===== src/rtl/scan_pkg.sv =====
// Shared types for the channel scan sequencer.
// Assumes: nothing beyond IEEE 1800-2017.
package scan_pkg;

    // Sequencer phase for the channel currently selected.
    typedef enum logic [1:0] {
        SQ_IDLE   = 2'd0,
        SQ_SETTLE = 2'd1,
        SQ_START  = 2'd2,
        SQ_WAIT   = 2'd3
    } sq_state_t;

endpackage


===== src/rtl/settle_timer.sv =====
// Settle timer: counts the cycles a channel has been held on the
// multiplexer and flags the last cycle of the settling interval.
// Assumes: run is high for one unbroken stretch per channel and drops
// for at least one cycle between channels; SETTLE_CYC >= 1.
module settle_timer #(
    parameter int SETTLE_CYC = 16
) (
    input  logic clk,
    input  logic rst_n,
    input  logic run,
    output logic expired
);
    localparam int CNT_W = $clog2(SETTLE_CYC + 1);
    localparam logic [CNT_W-1:0] LAST_CNT = CNT_W'(SETTLE_CYC - 1);

    logic [CNT_W-1:0] cnt;

    // Count held cycles while running, clear otherwise.
    always_ff @(posedge clk) begin
        if (!rst_n || !run) begin
            cnt <= '0;
        end else if (cnt != LAST_CNT) begin
            cnt <= cnt + 1'b1;
        end
    end

    // Expiry on the final settling cycle.
    always_comb begin
        expired = run && (cnt == LAST_CNT);
    end

    // the count never passes the settle length while running.
    a_r4_settle_bounded: assert property (@(posedge clk) disable iff (!rst_n)
        run |-> (cnt <= LAST_CNT));

    // a fresh settling interval always starts its count at zero.
    a_r4_settle_fresh: assert property (@(posedge clk) disable iff (!rst_n)
        (run && !$past(run)) |-> (cnt == '0));

endmodule


===== src/rtl/scan_fsm.sv =====
// Scan sequencer: walks channels 0..NUM_CH-1, settling, starting the
// converter and waiting for its strobe on each, and emits a write
// request per result plus a one-cycle done pulse at the end.
// Assumes: the converter raises conv_eoc once per conv_start, at least
// one cycle after it; strobes at other times are ignored.
module scan_fsm
    import scan_pkg::*;
#(
    parameter int NUM_CH = 48,
    parameter int DATA_W = 12,
    parameter int CH_W   = 6
) (
    input  logic              clk,
    input  logic              rst_n,
    input  logic              scan_trig,
    input  logic              settle_done,
    input  logic              conv_eoc,
    input  logic [DATA_W-1:0] conv_data,
    output sq_state_t         state,
    output logic [CH_W-1:0]   chan,
    output logic              conv_start,
    output logic              scan_busy,
    output logic              scan_done,
    output logic              wr_en,
    output logic [CH_W-1:0]   wr_addr,
    output logic [DATA_W-1:0] wr_data
);
    localparam logic [CH_W-1:0] LAST_CH = CH_W'(NUM_CH - 1);

    // Phase, channel and done-pulse registers.
    always_ff @(posedge clk) begin
        if (!rst_n) begin
            state     <= SQ_IDLE;
            chan      <= '0;
            scan_done <= 1'b0;
        end else begin
            scan_done <= 1'b0;
            unique case (state)
                SQ_IDLE: begin
                    if (scan_trig) begin
                        state <= SQ_SETTLE;
                        chan  <= '0;
                    end
                end
                SQ_SETTLE: begin
                    if (settle_done) begin
                        state <= SQ_START;
                    end
                end
                SQ_START: begin
                    state <= SQ_WAIT;
                end
                SQ_WAIT: begin
                    if (conv_eoc) begin
                        if (chan == LAST_CH) begin
                            state     <= SQ_IDLE;
                            scan_done <= 1'b1;
                        end else begin
                            chan  <= chan + 1'b1;
                            state <= SQ_SETTLE;
                        end
                    end
                end
                default: state <= SQ_IDLE;
            endcase
        end
    end

    // Outputs decoded from the phase register.
    always_comb begin
        conv_start = (state == SQ_START);
        scan_busy  = (state != SQ_IDLE);
        wr_en      = (state == SQ_WAIT) && conv_eoc;
        wr_addr    = chan;
        wr_data    = conv_data;
    end

    // the channel moves only when a settling interval begins.
    a_r3_sel_at_settle: assert property (@(posedge clk) disable iff (!rst_n)
        !$stable(chan) |-> (state == SQ_SETTLE && $past(state) != SQ_SETTLE));

    // stepping from one channel to the next is always by one.
    a_r3_ascending: assert property (@(posedge clk) disable iff (!rst_n)
        (state == SQ_SETTLE && $past(state) == SQ_WAIT) |-> (chan == $past(chan) + 1'b1));

    // the converter start never lasts two cycles.
    a_r4_start_pulse: assert property (@(posedge clk) disable iff (!rst_n)
        conv_start |=> !conv_start);

    // done is a single cycle and only appears once idle.
    a_r7_done_pulse: assert property (@(posedge clk) disable iff (!rst_n)
        scan_done |=> !scan_done);
    a_r7_done_idle: assert property (@(posedge clk) disable iff (!rst_n)
        scan_done |-> (!scan_busy && $past(chan) == LAST_CH));

    // channel 0 is only entered from idle, never mid-scan.
    a_r8_no_restart: assert property (@(posedge clk) disable iff (!rst_n)
        (state == SQ_SETTLE && $past(state) != SQ_SETTLE && chan == '0)
            |-> ($past(state) == SQ_IDLE));

endmodule


===== src/rtl/result_store.sv =====
// Result store: one DATA_W entry per channel, written by the sequencer
// and read by the host through a registered port (read-before-write).
// Assumes: rd_addr may exceed the channel count; such reads return 0.
module result_store #(
    parameter int NUM_CH = 48,
    parameter int DATA_W = 12,
    parameter int CH_W   = 6
) (
    input  logic              clk,
    input  logic              rst_n,
    input  logic              wr_en,
    input  logic [CH_W-1:0]   wr_addr,
    input  logic [DATA_W-1:0] wr_data,
    input  logic [CH_W-1:0]   rd_addr,
    output logic [DATA_W-1:0] rd_data
);
    localparam logic [CH_W-1:0] LAST_CH = CH_W'(NUM_CH - 1);

    logic [DATA_W-1:0] mem [NUM_CH];

    // Entry storage, cleared on reset.
    always_ff @(posedge clk) begin
        if (!rst_n) begin
            for (int i = 0; i < NUM_CH; i++) begin
                mem[i] <= '0;
            end
        end else if (wr_en && wr_addr <= LAST_CH) begin
            mem[wr_addr] <= wr_data;
        end
    end

    // Registered host read with range guard.
    always_ff @(posedge clk) begin
        if (!rst_n) begin
            rd_data <= '0;
        end else if (rd_addr <= LAST_CH) begin
            rd_data <= mem[rd_addr];
        end else begin
            rd_data <= '0;
        end
    end

    // writes target a real channel.
    a_r5_write_in_range: assert property (@(posedge clk) disable iff (!rst_n)
        wr_en |-> (wr_addr <= LAST_CH));

    // reads beyond the channel count come back as zero.
    a_r10_oob_zero: assert property (@(posedge clk) disable iff (!rst_n)
        ($past(rst_n) && $past(rd_addr) > LAST_CH) |-> (rd_data == '0));

endmodule


===== src/rtl/chan_scan_seq.sv =====
// Channel scan sequencer top: ties the sequencer, settle timer and
// result store together and exposes the multiplexer, converter and
// host read connections.
// Assumes: one external converter, one strobe per start.
module chan_scan_seq
    import scan_pkg::*;
#(
    parameter int NUM_CH     = 48,
    parameter int DATA_W     = 12,
    parameter int SETTLE_CYC = 16,
    localparam int CH_W      = $clog2(NUM_CH)
) (
    input  logic              clk,
    input  logic              rst_n,
    input  logic              scan_trig,
    output logic [CH_W-1:0]   mux_sel,
    output logic              conv_start,
    input  logic              conv_eoc,
    input  logic [DATA_W-1:0] conv_data,
    output logic              scan_busy,
    output logic              scan_done,
    input  logic [CH_W-1:0]   rd_addr,
    output logic [DATA_W-1:0] rd_data
);
    sq_state_t         state;
    logic [CH_W-1:0]   chan;
    logic              settle_done;
    logic              settle_run;
    logic              wr_en;
    logic [CH_W-1:0]   wr_addr;
    logic [DATA_W-1:0] wr_data;

    // Timer runs only in the settling phase.
    always_comb begin
        settle_run = (state == SQ_SETTLE);
        mux_sel    = chan;
    end

    settle_timer #(
        .SETTLE_CYC (SETTLE_CYC)
    ) u_timer (
        .clk     (clk),
        .rst_n   (rst_n),
        .run     (settle_run),
        .expired (settle_done)
    );

    scan_fsm #(
        .NUM_CH (NUM_CH),
        .DATA_W (DATA_W),
        .CH_W   (CH_W)
    ) u_fsm (
        .clk         (clk),
        .rst_n       (rst_n),
        .scan_trig   (scan_trig),
        .settle_done (settle_done),
        .conv_eoc    (conv_eoc),
        .conv_data   (conv_data),
        .state       (state),
        .chan        (chan),
        .conv_start  (conv_start),
        .scan_busy   (scan_busy),
        .scan_done   (scan_done),
        .wr_en       (wr_en),
        .wr_addr     (wr_addr),
        .wr_data     (wr_data)
    );

    result_store #(
        .NUM_CH (NUM_CH),
        .DATA_W (DATA_W),
        .CH_W   (CH_W)
    ) u_store (
        .clk     (clk),
        .rst_n   (rst_n),
        .wr_en   (wr_en),
        .wr_addr (wr_addr),
        .wr_data (wr_data),
        .rd_addr (rd_addr),
        .rd_data (rd_data)
    );

    // strobes outside the wait phase never produce a write.
    a_r12_stray_eoc: assert property (@(posedge clk) disable iff (!rst_n)
        (conv_eoc && state != SQ_WAIT) |-> !wr_en);

endmodule


===== config.mk =====
export PLATFORM = sky130hd
export DESIGN_NAME = chan_scan_seq
export DESIGN_NICKNAME = d
export VERILOG_FILES = /design/src/rtl/scan_pkg.sv /design/src/rtl/settle_timer.sv /design/src/rtl/scan_fsm.sv /design/src/rtl/result_store.sv /design/src/rtl/chan_scan_seq.sv
export SDC_FILE = /design/constraint.sdc
export NUM_CORES = 1
export LEC_CHECK = 0
export CAP_MARGIN = 30
export CORE_ASPECT_RATIO = 0.6
export CORE_MARGIN = 4
export CORE_UTILIZATION = 46
export DETAILED_ROUTE_END_ITERATION = 8
export PLACE_DENSITY = 0.72
export SYNTH_ARGS = -nofsm -noshare
export SYNTH_HDL_FRONTEND = slang
export SYNTH_SLANG_ARGS = --single-unit

===== constraint.sdc =====
create_clock -name clk -period 2.95 [get_ports clk]
set_input_delay 0.59 -clock clk [delete_from_list [all_inputs] [get_ports clk]]
set_output_delay 0.59 -clock clk [all_outputs]
set_load 0.01 [all_outputs]

==> results.json <==
{
  "path_clk_slew_ps": 60,
  "layout_commonest_cell": "and2_1",
  "wl_per_cell_um": 26.5,
  "synth_top_area_share_pct": 62.4,
  "synth_top_family_by_area": "simple AND/OR/NAND/NOR gates",
  "synth-seq-cells": 602,
  "routed_wl_um": 73600,
  "ant_nets": 0,
  "reg2reg_slack_ps": 480,
  "synth-compound-area-share_pct": 2.86,
  "fin_util_pct": 52.7,
  "fin_nets": 1987,
  "yosysSeqAreaShare_pct": 64.3,
  "syn_inst": 1874,
  "peakVddDrop_uv": 523,
  "place_area_mm2": 0.0296,
  "fin_area_mm2": 0.0313,
  "max_freq_mhz": 392,
  "grt_max_degree": 61,
  "ys_top_cells_by_area": "edfxtp_1 62%, and2_1 13%, mux4_2 11%, mux2i_1 2.1%, clkbuf_1 2.0%",
  "post_drt_via_cell_ratio": 5.85,
  "drive_gt1_share_pct": 20.8,
  "pwr_density_cell_mw_per_mm2": 590,
  "synth_edf_count": 576,
  "timing.final.hold_violations": 0,
  "rr_startpoint": "u_fsm.state[1]$_SDFFE_PN0P_",
  "synth-xor-area-share_pct": 0.221,
  "grt_pass1_wl_um": 108000,
  "period_needed_ps": 2550,
  "synthArstFlopShare_pct": 0,
  "outcome": "complete, no violations",
  "yosys_warnings": 0,
  "finClkSkew_ps": 22.4,
  "cts.sinks": 602,
  "vias": 16300,
  "final_cell_mix": "577 x and2_1, 576 x edfxtp_1, 161 x buf_4",
  "postCtsResizedCells": 0,
  "hpwlAfterDp_um": 49500,
  "coreArea_mm2": 0.0594,
  "die_width_um": 325,
  "dieArea_mm2": 0.0644,
  "numPortBuffers": 42,
  "globalRouteTotalUtil_pct": 22.9,
  "postCtsSetupRepairBufs": 0,
  "drc": 0,
  "cts_inserted_buffers": 53,
  "worstMarginPinSlew_ps": 940,
  "fp.dieH_um": 198,
  "antenna_found_initial": 4,
  "first_iter_violations": 2390,
  "muxShareOfSynthArea_pct": 13.8,
  "yosys.area_share.simple_pct": 15.4,
  "row_count": 69,
  "crit_fanout": 4,
  "synthAdderAreaFrac_pct": 0.361,
  "hp-start": "rst_n",
  "synth_area_per_cell_um2": 14.8,
  "hold_class": "in2reg",
  "min_to": "u_fsm.chan[1]$_SDFFE_PN0P_",
  "io_pins": 43,
  "grt_pass1_vias": 15800,
  "final_cells": 2780,
  "leakagePower_nw": 11.2,
  "place_congestion": 0.913,
  "grt_overflow": 0,
  "setup_viol": 0,
  "clockRootBuffer": "clkbuf_16",
  "fin_tns_setup_ps": 0,
  "finalMaxSlewViolations": 0,
  "cts_tree": "yes",
  "clk_latency_ps": 610,
  "first_pass_iters": 5,
  "cap_violations": 0,
  "critical_path_arrival_ps": 1960,
  "holdBufCountCts": 0,
  "fin_ws_ps": 398,
  "hold_ws_ps": 336,
  "area_growth_pct": 13.0,
  "synth_nets": 1904,
  "power.total_mw": 18.5,
  "rr_endpoint": "u_store.mem[24][2]$_SDFFCE_PN0P_",
  "initial_core_util_pct": 46.7,
  "required_ps": 2360,
  "r2r_cells": 5,
  "yosys.cell_types.count": 48,
  "h-tree-depth": 2,
  "dpl.cell_count": 2683,
  "dp_slack_ps": 77.2,
  "ys.flop_type": "edfxtp_1",
  "slew_headroom_pct": 37.1,
  "rsz0062_at_grt": "no",
  "cp-start-kind": "register",
  "synth_area_mm2": 0.0277,
  "whs_path_depth": 2,
  "crit_type": "reg2out",
  "end_kind": "output port",
  "final.period_utilization_pct": 86.5,
  "yosysTopAreaCell": "edfxtp_1",
  "clock_path_buffers": 3
}
kinds of logic after synthesis:
family          Yosys count
buf+inv                 192
fa+ha+maj                 8
mux                     211
flops                   602
xor+xnor                  7
compound gates          131
simple gates            723
power breakdown:
group          switching, mW  total, mW  internal (mW)
logic                  0.992       1.66          0.671
registers              0.190       9.92           9.73
clock network           3.12       6.90           3.78
total                   4.30       18.5           14.2
critical path, cell delays in order, from the launching register on:
cell and delay (ps):
dfxtp_1 390, inv_1 120, ha_1 230, inv_1 80, clkdlybuf4s50_1 530
flip-flops by register name (all words and copies together) (netlist names):
| name | cells |
|---|---|
| u_fsm.chan | 6 |
| u_fsm.scan_done | 1 |
| u_store.mem | 576 |
| u_store.rd_data | 12 |
| u_fsm.state | 2 |
| u_timer.cnt | 5 |
cells in the mapped netlist, types with 5 or more instances:
| library cell | instances |
|---|---|
| o22ai_1 | 5 |
| and3_1 | 5 |
| edfxtp_1 | 576 |
| inv_1 | 7 |
| o221ai_1 | 7 |
| nor2_1 | 73 |
| buf_4 | 15 |
| nor4_1 | 5 |
| a21o_1 | 7 |
| a211oi_1 | 7 |
| clkbuf_1 | 144 |
| a221oi_1 | 5 |
| o21ai_0 | 63 |
| mux4_2 | 132 |
| nand2_1 | 28 |
| xor2_1 | 5 |
| a21oi_1 | 18 |
| and2_1 | 577 |
| nand3b_1 | 6 |
| a22o_1 | 5 |
| mux2_2 | 19 |
| mux2i_1 | 58 |
| ha_1 | 8 |
| buf_2 | 19 |
| nor2b_1 | 7 |
| nand3_1 | 5 |
| dfxtp_1 | 26 |
routing by layer:
metal / vias up / share of wire (%) / GRT usage, %
li1: 6975 / - / -
met1: 8242 / 44 / 35.6
met2: 936 / 42 / 32.1
met3: 106 / 13 / 6.79
met4: 0 / 1.7 / 4.49
met5: - / 0 / 0
worst max path at each step:
stage	from	endpoint	slack, ps	cells past startpoint
2_1_floorplan	u_fsm.state[1]$_SDFFE_PN0P_	u_store.mem[24][0]$_SDFFCE_PN0P_	230	6
3_3_place_gp	rd_addr[0]	u_store.rd_data[4]$_SDFF_PN0_	110	8
3_5_place_dp	conv_eoc	u_store.mem[26][11]$_SDFFCE_PN0P_	80	5
4_1_cts	u_fsm.state[0]$_SDFFE_PN0P_	scan_busy	380	4
5_1_grt	u_fsm.state[0]$_SDFFE_PN0P_	u_store.mem[26][11]$_SDFFCE_PN0P_	280	5
6_report	u_fsm.state[0]$_SDFFE_PN0P_	scan_busy	400	4
layout make-up:
type	instances	area, µm²
antenna	1	2.50
clock buffer	73	1480
clock inverter	23	196
fill	4823	28100
inverter	7	26.3
multi-input combinational	1080	9060
sequential	602	17800
tap	781	977
timing repair buffer	213	1770
Power figures use the tool's default switching activity.
